==> src/rtl/cda_pkg.sv <==
// Package: register offsets and shared configuration type of the
// countdown alarm. Assumes byte addressing with 32-bit registers.
package cda_pkg;
    localparam int unsigned OFF_LOAD    = 32'h20;
    localparam int unsigned OFF_CURRENT = 32'h24;
    localparam int unsigned OFF_CNT_EN  = 32'h28;
    localparam int unsigned OFF_IRQ_EN  = 32'h2C;
    localparam int unsigned OFF_PEND    = 32'h30;
    localparam int unsigned OFF_WAKE_EN = 32'h50;

    typedef struct packed {
        logic cnt_en;
        logic irq_en;
        logic wake_en;
    } cda_cfg_t;
endpackage

==> src/rtl/cda_counter.sv <==
// Module: cda_counter
// Holds the remaining seconds count. A reload request has priority over
// a tick; a tick while enabled lowers a non-zero count by one. Flags the
// expiry when a tick takes the count from one to zero.
// Assumes: sec_tick is a single-cycle pulse synchronous to clk.
module cda_counter #(
    parameter int DATA_W = 32
) (
    input  logic              clk,
    input  logic              rst_n,
    input  logic              cnt_en,
    input  logic              sec_tick,
    input  logic              reload,
    input  logic [DATA_W-1:0] reload_val,
    output logic [DATA_W-1:0] count,
    output logic              expire
);
    localparam logic [DATA_W-1:0] ONE  = DATA_W'(1);
    localparam logic [DATA_W-1:0] ZERO = '0;

    logic step;

    // Decide whether this cycle consumes a second.
    always_comb begin
        step   = cnt_en && sec_tick && !reload && (count != ZERO);
        expire = step && (count == ONE);
    end

    // Update the remaining count: reload first, else decrement on a step.
    always_ff @(posedge clk) begin
        if (!rst_n) begin
            count <= ZERO;
        end else if (reload) begin
            count <= reload_val;
        end else if (step) begin
            count <= count - ONE;
        end
    end


    cnt_dec_chk: assert property (@(posedge clk) disable iff (!rst_n)
        (cnt_en && sec_tick && !reload && count != ZERO) |=> (count == $past(count) - ONE));


    cnt_floor_chk: assert property (@(posedge clk) disable iff (!rst_n)
        (count == ZERO && !reload) |=> (count == ZERO));


    cnt_reload_chk: assert property (@(posedge clk) disable iff (!rst_n)
        reload |=> (count == $past(reload_val)));
endmodule

==> src/rtl/cda_regs.sv <==
// Module: cda_regs
// Register file of the alarm: load value, three enables and the sticky
// pending flag, with address decode and read-back multiplexing.
// Produces the reload request for the counter.
// Assumes: one access per cycle, reads have no side effects.
module cda_regs
    import cda_pkg::*;
#(
    parameter int DATA_W = 32,
    parameter int ADDR_W = 8
) (
    input  logic              clk,
    input  logic              rst_n,
    input  logic              bus_sel,
    input  logic              bus_wr,
    input  logic [ADDR_W-1:0] bus_addr,
    input  logic [DATA_W-1:0] bus_wdata,
    output logic [DATA_W-1:0] bus_rdata,
    input  logic [DATA_W-1:0] count,
    input  logic              expire,
    output cda_cfg_t          cfg,
    output logic              pending,
    output logic              reload,
    output logic [DATA_W-1:0] reload_val
);
    localparam logic [ADDR_W-1:0] A_LOAD = ADDR_W'(OFF_LOAD);
    localparam logic [ADDR_W-1:0] A_CUR  = ADDR_W'(OFF_CURRENT);
    localparam logic [ADDR_W-1:0] A_EN   = ADDR_W'(OFF_CNT_EN);
    localparam logic [ADDR_W-1:0] A_IE   = ADDR_W'(OFF_IRQ_EN);
    localparam logic [ADDR_W-1:0] A_PEND = ADDR_W'(OFF_PEND);
    localparam logic [ADDR_W-1:0] A_WAKE = ADDR_W'(OFF_WAKE_EN);

    logic [DATA_W-1:0] load_q;
    logic wr, wr_load, wr_en, wr_ie, wr_pend, wr_wake, clr_req, en_rise;

    // Decode write strobes per register.
    always_comb begin
        wr      = bus_sel && bus_wr;
        wr_load = wr && (bus_addr == A_LOAD);
        wr_en   = wr && (bus_addr == A_EN);
        wr_ie   = wr && (bus_addr == A_IE);
        wr_pend = wr && (bus_addr == A_PEND);
        wr_wake = wr && (bus_addr == A_WAKE);
        clr_req = wr_pend && bus_wdata[0];
        en_rise = wr_en && bus_wdata[0] && !cfg.cnt_en;
    end

    // Form the reload request and the value it carries.
    always_comb begin
        reload     = en_rise || (wr_load && cfg.cnt_en);
        reload_val = wr_load ? bus_wdata : load_q;
    end

    // Store the load interval.
    always_ff @(posedge clk) begin
        if (!rst_n)       load_q <= '0;
        else if (wr_load) load_q <= bus_wdata;
    end

    // Store the three enable bits.
    always_ff @(posedge clk) begin
        if (!rst_n) begin
            cfg <= '0;
        end else begin
            if (wr_en)   cfg.cnt_en  <= bus_wdata[0];
            if (wr_ie)   cfg.irq_en  <= bus_wdata[0];
            if (wr_wake) cfg.wake_en <= bus_wdata[0];
        end
    end

    // Sticky pending flag: expiry sets and wins over a write-one clear.
    always_ff @(posedge clk) begin
        if (!rst_n)       pending <= 1'b0;
        else if (expire)  pending <= 1'b1;
        else if (clr_req) pending <= 1'b0;
    end

    // Read-back multiplexer; unmapped offsets return zero.
    always_comb begin
        unique case (bus_addr)
            A_LOAD:  bus_rdata = load_q;
            A_CUR:   bus_rdata = count;
            A_EN:    bus_rdata = DATA_W'(cfg.cnt_en);
            A_IE:    bus_rdata = DATA_W'(cfg.irq_en);
            A_PEND:  bus_rdata = DATA_W'(pending);
            A_WAKE:  bus_rdata = DATA_W'(cfg.wake_en);
            default: bus_rdata = '0;
        endcase
    end


    pend_src_chk: assert property (@(posedge clk) disable iff (!rst_n)
        $rose(pending) |-> $past(expire));


    pend_clr_chk: assert property (@(posedge clk) disable iff (!rst_n)
        (clr_req && !expire) |=> !pending);


    pend_hold_chk: assert property (@(posedge clk) disable iff (!rst_n)
        (!expire && !clr_req) |=> (pending == $past(pending)));
endmodule

==> src/rtl/cda_top.sv <==
// Module: cda_top
// Seconds countdown alarm: register file plus counter, with interrupt
// and wake-up outputs gated from the sticky pending flag.
// Assumes: sec_tick and the bus are synchronous to clk.
module cda_top #(
    parameter int DATA_W = 32,
    parameter int ADDR_W = 8
) (
    input  logic              clk,
    input  logic              rst_n,
    input  logic              sec_tick,
    input  logic              bus_sel,
    input  logic              bus_wr,
    input  logic [ADDR_W-1:0] bus_addr,
    input  logic [DATA_W-1:0] bus_wdata,
    output logic [DATA_W-1:0] bus_rdata,
    output logic              irq,
    output logic              wakeup
);
    import cda_pkg::*;

    cda_cfg_t          cfg;
    logic              pending, reload, expire;
    logic [DATA_W-1:0] reload_val, count;

    cda_regs #(.DATA_W(DATA_W), .ADDR_W(ADDR_W)) u_regs (
        .clk(clk), .rst_n(rst_n),
        .bus_sel(bus_sel), .bus_wr(bus_wr), .bus_addr(bus_addr),
        .bus_wdata(bus_wdata), .bus_rdata(bus_rdata),
        .count(count), .expire(expire),
        .cfg(cfg), .pending(pending),
        .reload(reload), .reload_val(reload_val)
    );

    cda_counter #(.DATA_W(DATA_W)) u_counter (
        .clk(clk), .rst_n(rst_n),
        .cnt_en(cfg.cnt_en), .sec_tick(sec_tick),
        .reload(reload), .reload_val(reload_val),
        .count(count), .expire(expire)
    );

    // Gate the pending flag onto the two request outputs.
    always_comb begin
        irq    = pending && cfg.irq_en;
        wakeup = pending && cfg.wake_en;
    end


    irq_gate_chk: assert property (@(posedge clk) disable iff (!rst_n)
        irq |-> (pending && cfg.irq_en));


    wake_gate_chk: assert property (@(posedge clk) disable iff (!rst_n)
        wakeup |-> (pending && cfg.wake_en));
endmodule

==> config.mk <==
export PLATFORM = sky130hd
export DESIGN_NAME = cda_top
export DESIGN_NICKNAME = d
export VERILOG_FILES = /design/src/rtl/cda_pkg.sv /design/src/rtl/cda_counter.sv /design/src/rtl/cda_regs.sv /design/src/rtl/cda_top.sv
export SDC_FILE = /design/constraint.sdc
export NUM_CORES = 1
export LEC_CHECK = 0
export ABC_CLOCK_PERIOD_IN_PS = 2900
export BUFFER_PORTS_ARGS = -buffer_cell sky130_fd_sc_hd__buf_2
export CAP_MARGIN = 10
export CORE_MARGIN = 2
export CORE_UTILIZATION = 56
export CTS_CLUSTER_SIZE = 24
export DETAILED_ROUTE_END_ITERATION = 16
export GPL_TIMING_DRIVEN = 0
export PLACE_DENSITY = 0.8
export SETUP_SLACK_MARGIN = 0.3
export SYNTH_ARGS = -nofsm -noshare
export SYNTH_HDL_FRONTEND = slang
export SYNTH_SLANG_ARGS = --single-unit
==> constraint.sdc <==
create_clock -name clk -period 2.9 [get_ports clk]
set_clock_uncertainty 0.1 [all_clocks]
set_input_delay 0.435 -clock clk [delete_from_list [all_inputs] [get_ports clk]]
set_output_delay 0.435 -clock clk [all_outputs]
set_load 0.01 [all_outputs]
# [Yosys cells after proc, flatten, opt, wreduce, memory -nomap -nowiden]
# Cells that the tools add are included.
# W data, S select, Z words.
[classes] add_sub_neg=1 mul=0 div_mod_pow=0 n_lt_le_gt_ge=0 eq_ne=7 shift=0 muxes=6 bitwise=0 n_reduce_logical=22
[op_table] cell="$pmux W32 S6" count=1
[op_table] cell="$mux W32" count=3
[op_table] cell="$eq A8 B6 Y1 const B" count=5
[op_table] cell="$eq A32 B1 Y1 const B" count=1
[op_table] cell="$reduce_bool A32 Y1" count=1
[op_table] cell="$sub A32 B1 Y32 const B" count=1
[op_table] cell="$logic_and A1 B1 Y1" count=16
[op_table] cell="$eq A8 B7 Y1 const B" count=1
[op_table] cell="$reduce_bool A2 Y1" count=2
[op_table] cell="$logic_not A1 Y1" count=2
[op_table] cell="$mux W1" count=2
[op_table] cell="$logic_or A1 B1 Y1" count=1
[totals] regBits=68 latchBits=0 mem_bits_rw=0 rom_bits=0 in_bits=45 wordCells=42 mem_count=0

# [Depth between registers and ports, before layout]
# Gate-level depths: netlist of the first run.
[logic_depth] depth_word=10 mapped_depth=9 ltp_nobuf=8

# [Cells and area by module]
# A second synthesis of the first run with hierarchy kept.
[unflattened] cells_unflattened=527 hier_area_um2=4440.5
[by_module_without_submodules] module="cda_regs" instances=1 cells_each=254 area_each_um2=2336.0 seq_area_each_um2=720.7
[by_module_without_submodules] module="cda_counter" instances=1 cells_each=271 area_each_um2=2092.0 seq_area_each_um2=640.6
[by_module_without_submodules] module="cda_top" instances=1 cells_each=2 area_each_um2=12.5 seq_area_each_um2=0.0

# [Worst setup path before layout of the first run]
# No wires, ideal clock.
[synth_path] path_type="input to register" start="input port bus_addr[1]" end="register u_counter.count[19]" setup_time_ps=127 t_arrival_ps=2266 required_ps=2673 slack_ps=407 stages=7 path_buffers=1 cell_sequence="or3_1 buf_2 o41ai_4 nand2_2 nor4_2 a31oi_1 or3_1"
[synth_between] elab_chain_cells=9 elab_cells_between_ends=14 classes_between="eq/ne (2); mux (2); reduce/logical (10)"
[synth_lines] item="from (decl)" line="cda_top.sv:14" source="input logic [ADDR_W-1:0] bus_addr,"
[synth_lines] item="$eq A8 B6 Y1" line="cda_regs.sv:40" source="wr_en = wr && (bus_addr == A_EN);"
[synth_lines] item="$logic_and A1 B1 Y1" line="cda_regs.sv:40"
[synth_lines] item="$logic_and A1 B1 Y1 (2 in series)" line="cda_regs.sv:45" source="en_rise = wr_en && bus_wdata[0] && !cfg.cnt_en;"
[synth_lines] item="$logic_or A1 B1 Y1" line="cda_regs.sv:50" source="reload = en_rise || (wr_load && cfg.cnt_en);"
[synth_lines] item="$logic_not A1 Y1" line="cda_counter.sv:25" source="step = cnt_en && sec_tick && !reload && (count != ZERO);"
[synth_lines] item="$logic_and A1 B1 Y1 (2 in series)" line="cda_counter.sv:25"
[synth_lines] item="$reduce_bool A2 Y1 (no source line)"
[synth_lines] item="to (signal assigned)" line="cda_counter.sv:34" source="count <= reload_val;"
[synth_lines] item="to (signal assigned)" line="cda_counter.sv:36" source="count <= count - ONE;"
[synth_lines] item="to (decl)" line="cda_counter.sv:15" source="output logic [DATA_W-1:0] count,"
# Several ways; a longest one is shown, not always the timed one.
# A chain may end at the register's enable or synchronous reset.

# [Worst setup path after layout of the first run]
[layout_path] start="register u_counter.count[1]" end="register u_counter.count[22]"
[layout_between] elab_chain_cells=3 elab_cells_between_ends=6 classes_between="add/sub (1); mux (2); reduce/logical (3)"
[layout_lines] item="$sub A32 B1 Y32 / $reduce_bool A32 Y1 (equally long branches)" line="cda_counter.sv:36, cda_counter.sv:25"
[layout_lines] item="$mux W32 / $logic_and A1 B1 Y1 (equally long branches)" line="cda_counter.sv:35, cda_counter.sv:25"
[layout_lines] item="$mux W32 / $reduce_bool A2 Y1 (equally long branches)"
# Several ways; a longest one is shown, not always the timed one. The select of a mux whose other input is x is not followed.

==> results of run 1 <==
==> cells by family after synthesis <==
group / Yosys count / synth area share
compound gates: 180 / 0.310
xor+xnor: 6 / 0.0126
fa+ha+maj: 2 / 0.00600
buf+inv: 57 / 0.0534
flops: 68 / 0.326
mux: 4 / 0.00960
simple gates: 236 / 0.282
==> Yosys cell counts (5+ instances only) <==
| cell type | n |
|---|---|
| nor3_1 | 28 |
| o21ai_0 | 20 |
| o311ai_0 | 8 |
| nand3_1 | 14 |
| nor2_1 | 36 |
| a22oi_1 | 14 |
| a21oi_1 | 48 |
| nor4_1 | 10 |
| buf_2 | 7 |
| clkbuf_1 | 39 |
| nand4_1 | 8 |
| nor3b_1 | 5 |
| or3_1 | 9 |
| xor2_1 | 5 |
| a22o_1 | 44 |
| inv_1 | 9 |
| a31oi_1 | 9 |
| dfxtp_1 | 68 |
| nor4_2 | 5 |
| nand2_1 | 89 |
| or2_2 | 7 |
==> stage by stage <==
step	std cells	hold WS, ns
after global routing	754	0.230
after global placement	728	0.356
after detailed placement	728	0.360
final	754	0.226
after floorplan	553	0.346
after CTS	750	0.219
==> path summary, 6_finish.rpt <==
check | slack [ns] | startpoint | cells past startpoint | endpoint
setup / recovery | 0.35 | u_counter.count[1] | 7 | u_counter.count[22]
hold / removal | 0.23 | bus_wdata[17] | 3 | u_regs.load_q[17]
setup reg to reg | 0.35 | u_counter.count[1] | 7 | u_counter.count[22]
hold reg to reg | 0.37 | u_regs.load_q[1] | 2 | u_regs.load_q[1]
==> state kept, by name, summed over array words and instances, names as in the netlist <==
signal / count
u_regs.load_q: 32
u_regs.pending: 1
u_counter.count: 32
u_regs.cfg: 3
==> where the power goes <==
group | total [mW] | switching, mW | internal, mW
logic | 0.119 | 0.0765 | 0.0422
registers | 0.932 | 0.000624 | 0.931
clock network | 1.01 | 0.389 | 0.618
total | 2.06 | 0.466 | 1.59
==> metal layers <==
layer / vias to the layer above / GRT usage / wire [microns]
met4: 0 / 0.244 / 853
met2: 397 / 0.614 / 7290
li1: 2272 / - / -
met5: - / 0 / 0
met1: 2405 / 0.519 / 6340
met3: 78 / 0.0743 / 2130
==> area by class of cell <==
type,instances,area (sq um),area share
flip-flops and latches,68,1370,0.261
clock buffers,12,155,0.0296
inverters,10,42.5,0.00811
repair buffers,87,463,0.0882
plain buffers,46,228,0.0434
multi-input cells,428,2770,0.528
well taps,99,124,0.0236
clock inverters,4,95.1,0.0181
==> tightest hold or removal path, stage by stage <==
cell	delay [ns]
buf_2	0.10
nand2_1	0.05
a21oi_1	0.05
==> what timing repair did <==
action | 4_1_cts | 5_1_grt
gates resized for setup | 33 | 44
pin swaps | 5 | 4
setup buffers | 7 | 4
setup endpoints to repair | 82 | 59
hold endpoints to repair | 0 | 0
==> results.yml, run 1 <==
layout:
  area_delta_synth_final_pct: 25.8
  num-nets-final: 697
  drive_above_1_share: 0.260
  layout_commonest_cell: "nand2_1"
  most-common-layout-cells: "nand2_1 (87), buf_2 (81), dfxtp_1 (66)"
  n_fill_cell: 615
  fin_area_sq_um: 5250
  final_util: 0.727
  diodes: 0
worst_setup_path:
  cpLargestDelayFamily: "simple AND/OR/NAND/NOR gates"
  arrival_ns: 2.71
  crit_chain: "inv_2 > ha_4 > or4b_4 > buf_6 > or4_4 > or3_4 > o311ai_2"
  slowest_stage: "or4_4"
  cp_max_fo: 7
  worstSetupPathType: "register to register"
  endpoint_kind: "register"
  cp-start-kind: "register"
  worstPathRequired_ns: 3.06
  crit_buf_inv: 2
  cpPeakStageDelay_ns: 0.51
floorplanning:
  dieWidth_microns: 90.3
  die_area_sq_um: 8160
  start_util: 0.578
  rows: 31
  core_sq_um: 7210
  boundaryPins: 79
  die_height_microns: 90.3
sta:
  post-route-min-period_ns: 2.55
  rsz0062_at_grt: "no"
  final_hold_viol_count: 0
  slew_violations: 0
  tightest_slew_ns: 1.09
  fmax_ghz: 0.392
  fin_ws_ns: 0.350
  setup_tns_ns: 0
  setup_violations: 0
  slew_headroom: 0.268
  min_period_over_period: 0.879
global_route:
  grt-ovfl-total: 0
  grt.total_usage: 0.399
  grt_max_degree: 12
  grt_pass1_vias: 4783
  grt_pass1_wl_microns: 25400
  antenna_found_initial: 0
synthesis:
  async_flop_share: 0
  synth_area_sq_um: 4170
  syn_avg_cell_area_sq_um: 7.54
  synth_edf_count: 0
  synth-seq-cells: 68
  ys_warn_count: 0
  synth_ff_type: "dfxtp_1"
  yosysSeqAreaShare: 0.326
  synthTopCellsByArea: "dfxtp_1 (33%), a22o_1 (9.2%), nand2_1 (8.0%)"
  netlist.area_leader.share: 0.326
  syn-num-nets: 600
  syn_inst: 553
  ys_types: 62
  yosys.area.top_type: "dfxtp_1"
clock_network:
  cts_hold_buf: 0
  htreeDepth: 3
  cts_tree: "yes"
  clk_latency_ns: 0.35
  clk_transition_reported_paths_ns: 0.08
  cts.sink_count: 68
  numCtsBuffers: 9
  root_buffer: "clkbuf_8"
  clockBufferDepth: 2
power_and_ir_drop:
  cellLeakagePower_nw: 2.15
  p_per_area_nw_per_um2: 392
  total_power_mw: 2.06
  vdd_ir_drop_max_mv: 0.393
routing:
  wl_microns: 16600
  final_antenna_net_count: 0
  drc_errors: 0
  drt-wirelength-per-cell_microns: 22.0
  first_pass_iters: 5
  vias: 5152
  viasPerCell: 6.83
  drt-initial-drc-count: 584
placement:
  portBuffers: 76
  place_area_sq_um: 4680
  place_ws_ns: -0.562
  hpwlAfterDp_microns: 11100
  gp_congestion: 0.980
worst_hold_path:
  min_path_type: "input pin to register"
status:
  status: "finished clean"
run:
  max_cap_violations: 0
(Power assumes the default switching activity.)
==> run 2, diff against run 1 <==
Settings changed: CORE_ASPECT_RATIO set to 0.7.
==> run 2 against run 1 <==
  * Sequential cell count stayed put
  * Setup slack worse by 0.081 ns
  * Via count shrank 1.6%
  * Critical path depth grew 2
  * Die area rose by 0.13%
  * Worst hold slack lost 0.0060 ns
  * Global-route usage rose by 1.4 points
  * Clock power shrank 11%
  * First-iteration DRC count increased by 22%
  * Design area decreased by 1.2%
  * Sequential share of layout area grew 0.22 points
  * Clock-buffer cell count is 1 lower
  * Critical endpoint is now u_counter.count[26]
  * Largest power group is now registers
==> results.yml, run 2 (synthesis results as in run 1) <==
worst_hold_path:
  min_path_type: "input pin to register"
  hold_depth: 3
  hp-start: "bus_wdata[23]"
  holdPathEnd: "u_regs.load_q[23]"
layout:
  layout_commonest_cell: "nand2_1"
  drive_above_1_share: 0.244
  most-common-layout-cells: "nand2_1 (87), buf_2 (81), dfxtp_1 (66)"
  area_delta_synth_final_pct: 24.2
  num-nets-final: 693
  fin_area_sq_um: 5180
  diodes: 0
  top_regs: "u_counter.count x32, u_regs.load_q x32, u_regs.cfg x3"
placement:
  hpwlAfterDp_microns: 11600
  gp_congestion: 0.976
  portBuffers: 76
  place_ws_ns: -0.453
  place_area_sq_um: 4670
clock_network:
  cts_hold_buf: 0
  root_buffer: "clkbuf_8"
  cts.sink_count: 68
  clk_transition_reported_paths_ns: 0.08
  clk_latency_ns: 0.36
  clockBufferDepth: 2
  cts_tree: "yes"
  numCtsBuffers: 9
  htreeDepth: 3
power_and_ir_drop:
  p_per_area_nw_per_um2: 377
  cellLeakagePower_nw: 2.13
  vdd_ir_drop_max_mv: 0.447
  total_power_mw: 1.95
routing:
  vias: 5072
  first_pass_iters: 5
  drc_errors: 0
  wl_microns: 16700
  final_antenna_net_count: 0
  drt-wirelength-per-cell_microns: 22.2
  viasPerCell: 6.77
  drt-initial-drc-count: 711
global_route:
  grt-ovfl-total: 0
  grt_pass1_wl_microns: 25600
  grt_pass1_vias: 4734
  grt.total_usage: 0.413
  antenna_found_initial: 0
  grt_max_degree: 13
floorplanning:
  start_util: 0.575
  dieWidth_microns: 107
  die_area_sq_um: 8170
  die_height_microns: 76.2
  rows: 26
  boundaryPins: 79
  core_sq_um: 7250
worst_setup_path:
  r2r-start: "u_counter.count[0]"
  cpLargestDelayFamily: "simple AND/OR/NAND/NOR gates"
  cpPeakStageDelay_ns: 0.45
  endpoint_kind: "register"
  cp-start-kind: "register"
  crit_buf_inv: 2
  cp_max_fo: 8
  crit_chain: "inv_1 > ha_4 > or4b_1 > buf_4 > nor2_2 > nand3_4 > or4_4 > o311ai_1 > a21oi_1"
  r2r_setup_slack_ns: 0.27
  worstPathRequired_ns: 3.01
  worstSetupPathType: "register to register"
  reg2reg_depth: 9
  slowest_stage: "or4_4"
  worstReg2RegEnd: "u_counter.count[26]"
  arrival_ns: 2.75
sta:
  min_period_over_period: 0.907
  slew_violations: 0
  fin_ws_ns: 0.269
  setup_violations: 0
  rsz0062_at_grt: "yes"
  fmax_ghz: 0.380
  slew_headroom: 0.137
  final_hold_viol_count: 0
  setup_tns_ns: 0
  post-route-min-period_ns: 2.63
  tightest_slew_ns: 1.28
run:
  max_cap_violations: 0
status:
  status: "finished clean"
==> run 2: stage by stage <==
step,instances,hold WS (ns),utilization
final,749,0.220,0.714
after global routing,749,0.223,0.714
after CTS,748,0.216,0.697
after detailed placement,727,0.363,0.644
after global placement,727,0.353,0.644
after floorplan,553,0.346,-
==> run 2: layout make-up <==
type                            instances  area [sq um]
Multi-Input combinational cell        428          2760
Fill cell                             586          2070
Sequential cell                        68          1360
Timing Repair Buffer                   84           440
Buffer                                 45           226
Clock buffer                           11           141
Tap cell                               98           123
Clock inverter                          5          85.1
Inverter                               10          40.0
==> run 2: where the power goes <==
group | switching [mW] | internal [mW] | leakage [nW]
registers | 0.000614 | 0.933 | 0.548
logic | 0.0776 | 0.0413 | 1.48
clock network | 0.388 | 0.511 | 0.110
total | 0.466 | 1.49 | 2.13
==> run 2: what timing repair did <==
action,in CTS,in global routing
pin swaps,4,4
endpoints found under the setup margin,82,69
resized for setup,36,32
setup buffers,6,2
==> run 2: worst min-delay path, cell delays in order <==
cell and delay [ns]:
buf_2 0.10, nand2_1 0.05, a21oi_1 0.05
==> run 2: routing by layer <==
layer / up-vias / part of all wire / track usage
met1: 2368 / 0.40 / 0.578
met2: 383 / 0.43 / 0.605
li1: 2263 / - / -
met5: - / 0 / 0
met3: 58 / 0.14 / 0.113
met4: 0 / 0.030 / 0.153
==> run 2: how the worst max path moves through the flow <==
stage                          endpoint                from  cells past startpoint
detailed placement        bus_rdata[25]         bus_addr[1]                      7
global placement          bus_rdata[25]         bus_addr[1]                      7
floorplan           u_counter.count[19]         bus_addr[1]                      7
global route        u_counter.count[26]  u_counter.count[0]                      9
finish              u_counter.count[26]  u_counter.count[0]                      9
CTS                 u_counter.count[26]  u_counter.count[1]                      9
==> run 3, diff against run 2 <==
Settings changed: ABC_AREA set to 1, CORE_UTILIZATION 56 to 57, PLACE_DENSITY 0.8 to 0.81.
==> run 3 against run 2 <==
  * Clock-buffer cell count is 2 higher
  * Sequential share of layout area is 0.40 points lower
  * Setup slack better by 0.23 ns
  * Highest routed layer unchanged
==> results.yml, run 3 <==
layout:
  drive_above_1_share: 0.151
  num-nets-final: 921
  n_fill_cell: 764
  top_regs: "u_counter.count x32, u_regs.load_q x32, u_regs.cfg x3"
  fin_area_sq_um: 5250
  layout_commonest_cell: "nand2_1"
  diodes: 0
  most-common-layout-cells: "nand2_1 (272), nor2_1 (123), inv_1 (113)"
  area_delta_synth_final_pct: 17.1
  final_cells: 980
clock_network:
  cts_hold_buf: 0
  cts.sink_count: 68
  cts_tree: "yes"
  htreeDepth: 3
  numCtsBuffers: 9
  clk_transition_reported_paths_ns: 0.07
  root_buffer: "clkbuf_8"
  clk_latency_ns: 0.37
  clockBufferDepth: 2
sta:
  final_hold_viol_count: 0
  setup_tns_ns: 0
  post-route-min-period_ns: 2.40
  rsz0062_at_grt: "no"
  min_period_over_period: 0.829
  slew_headroom: 0.528
  slew_violations: 0
  tightest_slew_ns: 0.708
  setup_violations: 0
  fmax_ghz: 0.416
power_and_ir_drop:
  p_per_area_nw_per_um2: 373
  cellLeakagePower_nw: 2.84
  swShare: 0.226
  power_frac_comb: 0.039
  p_seq_frac: 0.476
  switching_power_mw: 0.442
  internal_power_mw: 1.52
  p_clk_frac: 0.485
  vdd_ir_drop_max_mv: 0.350
  total_power_mw: 1.96
worst_setup_path:
  worstSetupPathType: "input pin to output port"
  cp_max_fo: 10
  worstPathRequired_ns: 2.37
  endpoint_kind: "output port"
  cp-start-kind: "input pin"
  arrival_ns: 1.87
placement:
  hpwlAfterDp_microns: 11000
  portBuffers: 78
  place_area_sq_um: 5000
  gp_congestion: 0.967
  placedCellCount: 963
global_route:
  grt-busiest-layer: "met2"
  antenna_found_initial: 0
  grt_util_met1: 0.520
  grt.total_usage: 0.360
  grt_max_degree: 12
  use_met2: 0.541
  grt_pass1_wl_microns: 23400
  grt-ovfl-total: 0
  use_met3: 0.0698
  grt_pass1_vias: 4614
floorplanning:
  dieWidth_microns: 110
  die_height_microns: 78.2
  die_area_sq_um: 8600
  rows: 27
  start_util: 0.580
  core_sq_um: 7740
  boundaryPins: 79
run:
  max_cap_violations: 0
synthesis:
  netlist.area_leader.share: 0.304
  synth_edf_count: 0
  synthTopCellsByArea: "dfxtp_1 (30%), nand2_1 (23%), nor2_1 (10%)"
  syn-num-nets: 831
  synth_area_sq_um: 4480
  syn_avg_cell_area_sq_um: 5.72
  ys_types: 30
  yosys-top-cells-count: "nand2_1 (272), nor2_1 (123), inv_1 (113)"
  yosysSeqAreaShare: 0.304
  syn_inst: 784
  synth_ff_type: "dfxtp_1"
  synth-seq-cells: 68
  synth.most_common_cell: "nand2_1"
  async_flop_share: 0
  yosys.area.top_type: "dfxtp_1"
  ys_warn_count: 0
worst_hold_path:
  min_path_type: "input pin to register"
routing:
  final_antenna_net_count: 0
  viasPerCell: 5.28
  vias: 5177
  wl_microns: 14900
  drt-initial-drc-count: 453
  first_pass_iters: 6
  drt-wirelength-per-cell_microns: 15.2
  drc_errors: 0
status:
  status: "finished clean"
==> run 3: changes by cell type after synthesis, sizes merged, moves of 11 or more <==
cell,delta
a21oi,-31
nor4,-14
a22o,-44
nand2,+185
clkbuf,-26
a22oi,-14
nor3,-27
xor2,+11
nand3,+41
o21ai,+33
nor2,+94
inv,+106
==> run 3: through the flow <==
stage	utilization	setup slack, ns	hold WS (ns)
final	0.679	0.497	0.232
after global routing	0.679	0.327	0.243
after CTS	0.677	0.311	0.227
after detailed placement	0.646	0.267	0.364
after global placement	0.646	0.309	0.348
after floorplan	-	0.978	0.334
==> run 3: path summary, 6_finish.rpt <==
check	end	startpoint	depth (start not counted)	slack (ns)
worst min register to register	u_regs.cfg[0]	u_regs.cfg[0]	2	0.39
worst max register to register	u_counter.count[11]	u_counter.count[0]	12	0.71
worst max-delay path	bus_rdata[24]	bus_addr[4]	10	0.50
worst min-delay path	u_regs.cfg[1]	bus_wdata[0]	3	0.23
==> run 3: what timing repair did <==
action / 4_1_cts / 5_1_grt
endpoints found under the hold margin: 0 / 0
resized for setup: 2 / 11
endpoints found under the setup margin: 9 / 30
buffers inserted: 0 / 1
pin swaps: 0 / 1
==> run 3: critical path: stages <==
cell	delay [ns]
buf_2	0.12
inv_1	0.07
nand2_1	0.09
nor2_4	0.20
nand2_1	0.08
inv_1	0.13
clkbuf_2	0.35
nand2_1	0.09
o21ai_0	0.13
buf_2	0.18
==> run 3: area by class of cell <==
type                    count  area [sq um]  share of cell area
clock buffers              13           169              0.0322
multi-input cells         571          2530               0.482
flip-flops and latches     68          1360               0.259
plain buffers              30           166              0.0317
inverters                 115           432              0.0822
well taps                 101           126              0.0241
repair buffers             79           398              0.0758
clock inverters             3          67.6              0.0129
==> run 3: cell families (layout without fill, tap and decap cells) <==
kind of cell,Yosys count,in the layout,synth area share
simple gates,476,476,0.435
fa+ha+maj,2,2,0.00558
compound gates,77,77,0.0926
buf+inv,145,240,0.132
xor+xnor,16,16,0.0312
flops,68,68,0.304
==> run 3: power by group through the flow <==
stage,sequential [mW],combinational (mW),clock (mW)
3_5_place_dp,0.955,0.0741,0
5_1_grt,0.933,0.0850,0.982
6_report,0.933,0.0767,0.951
3_3_place_gp,0.955,0.0712,0
2_1_floorplan,0.955,0.0304,0
4_1_cts,0.933,0.0749,0.950
==> run 3: layer usage <==
metal  part of all wire  up-vias
met5                  0        -
met4              0.012        0
met3               0.12       16
met2               0.43      273
met1               0.44     2316
li1                   -     2572
